**src/rtl/hdlc_tx_pkg.sv**
```systemverilog
package hdlc_tx_pkg;

    typedef enum logic [2:0] {
        ST_FILL,
        ST_OPEN,
        ST_DATA,
        ST_FCS_LO,
        ST_FCS_HI,
        ST_CLOSE,
        ST_ABORT
    } tx_state_t;

    localparam logic [7:0] FLAG_BYTE  = 8'h7E;
    localparam logic [7:0] ABORT_BYTE = 8'hFE;
    localparam logic [7:0] IDLE_BYTE  = 8'hFF;
    localparam logic [15:0] CRC_POLY  = 16'h8408;
    localparam logic [15:0] CRC_INIT  = 16'hFFFF;

    // Reflected CRC-16 advanced over one byte, least significant bit first.
    function automatic logic [15:0] crc_step(input logic [15:0] crc_in,
                                             input logic [7:0]  data);
        logic [15:0] c;
        c = crc_in;
        for (int i = 0; i < 8; i++) begin
            if (c[0] ^ data[i]) c = (c >> 1) ^ CRC_POLY;
            else                c = c >> 1;
        end
        return c;
    endfunction

endpackage

```
**src/rtl/hdlc_tx_fifo.sv**
```systemverilog
module hdlc_tx_fifo #(
    parameter int DEPTH = 256,
    parameter int W     = 9,
    localparam int AW   = $clog2(DEPTH),
    localparam int CW   = $clog2(DEPTH + 1)
) (
    input  logic          clk,
    input  logic          rst_n,
    input  logic          flush,
    input  logic          wr_en,
    input  logic [W-1:0]  wr_data,
    input  logic          pop,
    output logic [W-1:0]  rd_data,
    output logic [CW-1:0] count,
    output logic          ovf
);

    logic [W-1:0]  mem [DEPTH];
    logic [AW-1:0] wp, rp;
    logic          full, wr_ok;

    assign full    = (count == CW'(DEPTH));
    assign wr_ok   = wr_en && !full && !flush;
    assign rd_data = mem[rp];

    always_ff @(posedge clk) begin
        if (wr_ok) mem[wp] <= wr_data;
    end

    always_ff @(posedge clk or negedge rst_n) begin
        if (!rst_n) begin
            wp    <= '0;
            rp    <= '0;
            count <= '0;
            ovf   <= 1'b0;
        end else if (flush) begin
            wp    <= '0;
            rp    <= '0;
            count <= '0;
            ovf   <= 1'b0;
        end else begin
            if (wr_ok) wp <= wp + 1'b1;
            if (pop)   rp <= rp + 1'b1;
            count <= count + CW'(wr_ok) - CW'(pop);
            if (wr_en && full) ovf <= 1'b1;
        end
    end

endmodule

```
**src/rtl/hdlc_tx_framer.sv**
```systemverilog
module hdlc_tx_framer
    import hdlc_tx_pkg::*;
#(
    parameter int CW = 9
) (
    input  logic          clk,
    input  logic          rst_n,
    input  logic          flush,
    input  logic          bit_en,
    input  logic          fill_ones,
    input  logic [CW-1:0] fifo_cnt,
    input  logic [7:0]    head_byte,
    input  logic          head_eop,
    output logic          pop,
    output logic          raw_bit
);

    tx_state_t   state, n_state;
    logic [7:0]  shreg, n_shreg;
    logic [2:0]  bcnt, n_bcnt;
    logic [2:0]  ones, n_ones;
    logic        stuff_pend, n_stuff_pend;
    logic        cur_eop, n_cur_eop;
    logic [15:0] crc, n_crc;
    logic        n_raw;
    logic        in_stuffed;
    logic [7:0]  fill_byte;

    assign in_stuffed = (state == ST_DATA) || (state == ST_FCS_LO) || (state == ST_FCS_HI);
    assign fill_byte  = fill_ones ? IDLE_BYTE : FLAG_BYTE;

    // State register
    always_ff @(posedge clk or negedge rst_n) begin
        if (!rst_n) begin
            state      <= ST_FILL;
            shreg      <= FLAG_BYTE;
            bcnt       <= '0;
            ones       <= '0;
            stuff_pend <= 1'b0;
            cur_eop    <= 1'b0;
            crc        <= CRC_INIT;
            raw_bit    <= 1'b1;
        end else begin
            state      <= n_state;
            shreg      <= n_shreg;
            bcnt       <= n_bcnt;
            ones       <= n_ones;
            stuff_pend <= n_stuff_pend;
            cur_eop    <= n_cur_eop;
            crc        <= n_crc;
            raw_bit    <= n_raw;
        end
    end

    // Next state and outputs
    always_comb begin
        n_state      = state;
        n_shreg      = shreg;
        n_bcnt       = bcnt;
        n_ones       = ones;
        n_stuff_pend = stuff_pend;
        n_cur_eop    = cur_eop;
        n_crc        = crc;
        n_raw        = raw_bit;
        pop          = 1'b0;
        if (flush) begin
            n_state      = ST_ABORT;
            n_shreg      = ABORT_BYTE;
            n_bcnt       = '0;
            n_ones       = '0;
            n_stuff_pend = 1'b0;
        end else if (bit_en) begin
            if (stuff_pend) begin
                n_raw        = 1'b0;
                n_stuff_pend = 1'b0;
                n_ones       = '0;
            end else begin
                n_raw   = shreg[0];
                n_shreg = shreg >> 1;
                n_bcnt  = bcnt + 1'b1;
                if (in_stuffed) begin
                    if (shreg[0]) begin
                        n_ones = ones + 1'b1;
                        if (ones == 3'd4) n_stuff_pend = 1'b1;
                    end else begin
                        n_ones = '0;
                    end
                end
                if (bcnt == 3'd7) begin
                    unique case (state)
                        ST_FILL, ST_CLOSE, ST_ABORT: begin
                            if (fifo_cnt >= CW'(2)) begin
                                n_state = ST_OPEN;
                                n_shreg = FLAG_BYTE;
                                n_crc   = CRC_INIT;
                                n_ones  = '0;
                            end else begin
                                n_state = ST_FILL;
                                n_shreg = fill_byte;
                            end
                        end
                        ST_OPEN: begin
                            n_state   = ST_DATA;
                            pop       = 1'b1;
                            n_shreg   = head_byte;
                            n_cur_eop = head_eop;
                            n_crc     = crc_step(crc, head_byte);
                        end
                        ST_DATA: begin
                            if (cur_eop) begin
                                n_state = ST_FCS_LO;
                                n_shreg = ~crc[7:0];
                            end else if (fifo_cnt == '0) begin
                                n_state      = ST_ABORT;
                                n_shreg      = ABORT_BYTE;
                                n_ones       = '0;
                                n_stuff_pend = 1'b0;
                            end else begin
                                pop       = 1'b1;
                                n_shreg   = head_byte;
                                n_cur_eop = head_eop;
                                n_crc     = crc_step(crc, head_byte);
                            end
                        end
                        ST_FCS_LO: begin
                            n_state = ST_FCS_HI;
                            n_shreg = ~crc[15:8];
                        end
                        ST_FCS_HI: begin
                            n_state = ST_CLOSE;
                            n_shreg = FLAG_BYTE;
                            n_ones  = '0;
                        end
                        default: n_state = ST_FILL;
                    endcase
                end
            end
        end
    end

endmodule

```
**src/rtl/hdlc_tx_ctrl.sv**
```systemverilog
module hdlc_tx_ctrl #(
    parameter int DEPTH   = 256,
    parameter int WM_BASE = 16,
    parameter int WM_STEP = 32,
    localparam int CW     = $clog2(DEPTH + 1)
) (
    input  logic       clk,
    input  logic       rst_n,
    input  logic       wr_en,
    input  logic [7:0] wr_byte,
    input  logic       wr_eop,
    input  logic       ctl_reset,
    input  logic       ctl_invert,
    input  logic       ctl_fill_ones,
    input  logic [2:0] ctl_wm_sel,
    input  logic       bit_en,
    output logic       tx_bit,
    output logic       low_wm,
    output logic       ovf
);

    logic          ctl_q;
    logic          flush;
    logic          pop;
    logic [8:0]    head;
    logic [CW-1:0] fifo_cnt;
    logic          raw_bit;
    logic [15:0]   wm_thr;

    always_ff @(posedge clk or negedge rst_n) begin
        if (!rst_n) ctl_q <= 1'b0;
        else        ctl_q <= ctl_reset;
    end

    assign flush  = ctl_reset && !ctl_q;
    assign wm_thr = 16'(WM_BASE) + 16'(WM_STEP) * 16'(ctl_wm_sel);
    assign low_wm = 16'(fifo_cnt) < wm_thr;
    assign tx_bit = raw_bit ^ ctl_invert;

    hdlc_tx_fifo #(.DEPTH(DEPTH), .W(9)) u_fifo (
        .clk     (clk),
        .rst_n   (rst_n),
        .flush   (flush),
        .wr_en   (wr_en),
        .wr_data ({wr_eop, wr_byte}),
        .pop     (pop),
        .rd_data (head),
        .count   (fifo_cnt),
        .ovf     (ovf)
    );

    hdlc_tx_framer #(.CW(CW)) u_frm (
        .clk       (clk),
        .rst_n     (rst_n),
        .flush     (flush),
        .bit_en    (bit_en),
        .fill_ones (ctl_fill_ones),
        .fifo_cnt  (fifo_cnt),
        .head_byte (head[7:0]),
        .head_eop  (head[8]),
        .pop       (pop),
        .raw_bit   (raw_bit)
    );

endmodule

```
**config.mk**
```make
export PLATFORM = sky130hd
export DESIGN_NAME = hdlc_tx_ctrl
export DESIGN_NICKNAME = d
export VERILOG_FILES = /design/src/rtl/hdlc_tx_pkg.sv /design/src/rtl/hdlc_tx_fifo.sv /design/src/rtl/hdlc_tx_framer.sv /design/src/rtl/hdlc_tx_ctrl.sv
export SDC_FILE = /design/constraint.sdc
export NUM_CORES = 2
export LEC_CHECK = 0
export BUFFER_PORTS_ARGS = -buffer_cell sky130_fd_sc_hd__buf_2
export CAP_MARGIN = 20
export CORE_AREA = 10 10 396 398
export DETAILED_ROUTE_END_ITERATION = 6
export DIE_AREA = 0 0 406 408
export PLACE_DENSITY = 0.79
export RECOVER_POWER = 50
export SLEW_MARGIN = 20
export SYNTH_ARGS = -nofsm -noshare
export SYNTH_HDL_FRONTEND = slang
export SYNTH_HIERARCHICAL = 1
export SYNTH_SLANG_ARGS = --single-unit
export TNS_END_PERCENT = 20
```
**constraint.sdc**
```tcl
create_clock -name clk -period 4.3 [get_ports clk]
set_input_delay 0.215 -clock clk [delete_from_list [all_inputs] [get_ports clk]]
set_output_delay 0.215 -clock clk [all_outputs]
set_load 0.03 [all_outputs]
```
==> reports/qor.yml <==
status: "finished, violations left"
violations: "DRC, capacitance limit, slew limit"
worst_ir_drop_vdd_mv: 0.434
critical_path.most_common_cell: "xnor2_1"
fp.dieH_um: 408
hold_viol: 0
period_share_pct: 99.8
maxCapViolCount: 18
tightestPinTransition_ns: 3.87
clk_pin_slew_ns: 0.07
hold_class: "input pin to flip-flop"
antenna_found_initial: 10
rsz0062_at_grt: "true"
fin_worst_skew_ns: 0.0633
ant_nets: 0
yosysTopAreaCellShare_pct: 74.4
route.detailed.wl_per_inst_um: 34.9
end_kind: "flip-flop"
power_density_nw_per_um2: 446
io_buffers: 21
num_rows: 142
cts_max_level: 4
yosys.cell_types.count: 81
synth_seq_area_share_pct: 76.1
drive_gt1_share_pct: 23.7
synth_edf_count: 2304
syn_to_final_growth_pct: 11.8
yosys.area.top_type: "edfxtp_1"
crit_chain: "buf_12, buf_4, nand2b_1, o22ai_1, a2111oi_0, a21oi_1, o221ai_1, a211o_1, a32o_1, xnor2_1, xnor2_2, xnor2_1, nor2_1, o21ai_0"
holdWs_ns: 0.133
synth_cells: 4603
nFillCells: 8604
drv_slew: 1583
fin_nets: 4916
post-cts-setup-buffers: 0
numCtsBuffers: 221
vias: 50100
floorplan.die.width_um: 406
p_leak_nw: 32.0
synth.most_common_cell: "edfxtp_1"
grt_use_total_pct: 29.6
multiInputGateArea_um2: 20700
hpwlAfterDp_um: 148000
setup_violations: 0
clock_latency_ns: 0.88
syn_area_um2: 93000
critPathSlowestCell: "a2111oi_0"
grt_max_degree: 142
route.detailed.drc: 8
async_flop_share_pct: 2.66
grt_pass1_wl_um: 355000
cts_buffer_depth: 3
cts_tree: "built"
dr.pass1.iters: 7
grt_overflow: 0
crit_buf_inv: 2
grt_pass1_vias: 49400
drt-total-wl_um: 245000
synthTopCellsByArea: "edfxtp_1, mux4_2, mux2i_1"
fin_crit_ns: 4.29
cts.sinks: 2367
layout.area.seq_um2: 70800
io_pins: 22
slew_headroom_pct: -158
slowest_delay_ns: 0.83
max_freq_mhz: 233
initial_utilization_pct: 62.4
cts_root_buf: "clkbuf_16"
cp_max_fo: 17
cp_data_required_time_ns: 5.10
synth_commonest_cells: "edfxtp_1, mux4_2, nor2_1"
via_per_inst: 7.15
syn_area_per_cell_um2: 20.2
core_area_um2: 149000
die_area_um2: 166000
place_congestion: 0.923
critPathKind: "flip-flop to flip-flop"
ys.flop_type: "edfxtp_1"
drtIter0Drc: 8110
yosysWarnings: 6
fin_tns_setup_ns: 0
worstPathArrival_ns: 5.09
report.power.total_mw: 46.3
cp-start-kind: "flip-flop"
ys_ff_latch: 2367
synth_nets: 4647
crit_family: "compound AO/OA/AOI/OAI gates"
## worst register-to-register path, stage by stage (launching register included)
cell,delay (ns)
dfrtp_4,0.55
buf_12,0.26
buf_4,0.40
nand2b_1,0.34
o22ai_1,0.12
a2111oi_0,0.83
a21oi_1,0.15
o221ai_1,0.31
a211o_1,0.19
a32o_1,0.30
xnor2_1,0.15
xnor2_2,0.24
xnor2_1,0.16
nor2_1,0.05
o21ai_0,0.15
## final timing paths
check                        startpoint         endpoint  slack [ns]  cells after the start
max in group asynchronous         rst_n     u_fifo/rp[1]        1.16                      3
min reg2reg                  u_fifo/ovf       u_fifo/ovf        0.50                      2
max reg2reg                u_fifo/rp[0]     u_frm/crc[3]       0.008                     14
max                        u_fifo/rp[0]     u_frm/crc[3]       0.008                     14
min                               wr_en       u_fifo/ovf        0.13                      4
min in group asynchronous         rst_n  u_fifo/count[8]        0.44                      3
## layout make-up
class | instances | share of cell area (%)
antenna | 7 | 0.0169
multi-input combinational | 1936 | 19.9
clock inverter | 136 | 1.10
clock buffer | 275 | 5.60
inverter | 23 | 0.0855
timing repair buffer | 323 | 2.81
tap | 1944 | 2.34
sequential | 2367 | 68.1
## sequential cells by signal, indices dropped and copies added (netlist names), 3 cells and up
signal        cells
u_fifo/count      9
u_fifo/mem     2304
u_fifo/rp         8
u_fifo/wp         8
u_frm/bcnt        3
u_frm/crc        16
u_frm/ones        3
u_frm/shreg       8
u_frm/state       3
## report_power, final
part	leakage (nW)	internal [mW]	total, mW	switching [mW]
Clock	3.41	10.3	18.8	8.44
Sequential	21.5	25.6	25.7	0.136
Combinational	7.17	0.596	1.85	1.25
Total	32.0	36.5	46.3	9.83
## metal layers
layer	part of all wire (%)	vias up	global-route usage [%]
li1	-	19600	-
met1	34	25700	40.2
met2	46	4069	44.3
met3	14	804	8.63
met4	5.9	4	14.7
met5	0.013	-	0
## cells in the final DEF, fill, tap and decap left out, drive strengths merged, types with 7 or more instances in the layout
cell type / instances
nand2: 108
nor2: 338
a211o: 10
clkinv: 110
and3: 7
dfrtp: 40
ha: 24
xnor2: 29
xor2: 18
mux4: 502
bufinv: 12
a22oi: 131
dfstp: 23
o211ai: 18
a221oi: 45
clkbuf: 299
o221ai: 19
a2111oi: 10
a31oi: 12
edfxtp: 2304
dlygate4sd3: 10
nand3: 51
a22o: 11
nand2b: 14
o21ai: 84
nor2b: 29
diode: 7
mux2i: 193
a21o: 11
buf: 287
a211oi: 28
inv: 31
a21oi: 112
o22ai: 21
mux2: 7
nand4: 7
nor3: 20
## through the flow
| stage | cells | cell area, um^2 | util [%] | worst slack, ns |
|---|---|---|---|---|
| detailed placement | 6583 | 96900 | 65.1 | 0.101 |
| global placement | 6583 | 96900 | 65.1 | 0.149 |
| floorplan | 4603 | 93000 | - | 0.593 |
| CTS | 7004 | 104000 | 69.8 | 0.0117 |
| finish | 7011 | 104000 | 69.8 | 0.00800 |
| global route | 7004 | 104000 | 69.8 | -0.0506 |
## logic make-up after synthesis
| kind of cell | share of synthesized area (%) |
|---|---|
| flops | 76.1 |
| mux | 14.3 |
| simple gates | 2.83 |
| compound gates | 4.15 |
| buf+inv | 1.77 |
| xor+xnor | 0.443 |
| fa+ha+maj | 0.345 |
## what timing repair did
item | CTS | global route
hold buffers | 10 | 0
endpoints found under the hold margin | 160 | 0
gates resized for setup | 0 | 18
endpoints found under the setup margin | 0 | 9
Note: power is estimated with default switching activity, not from simulation.
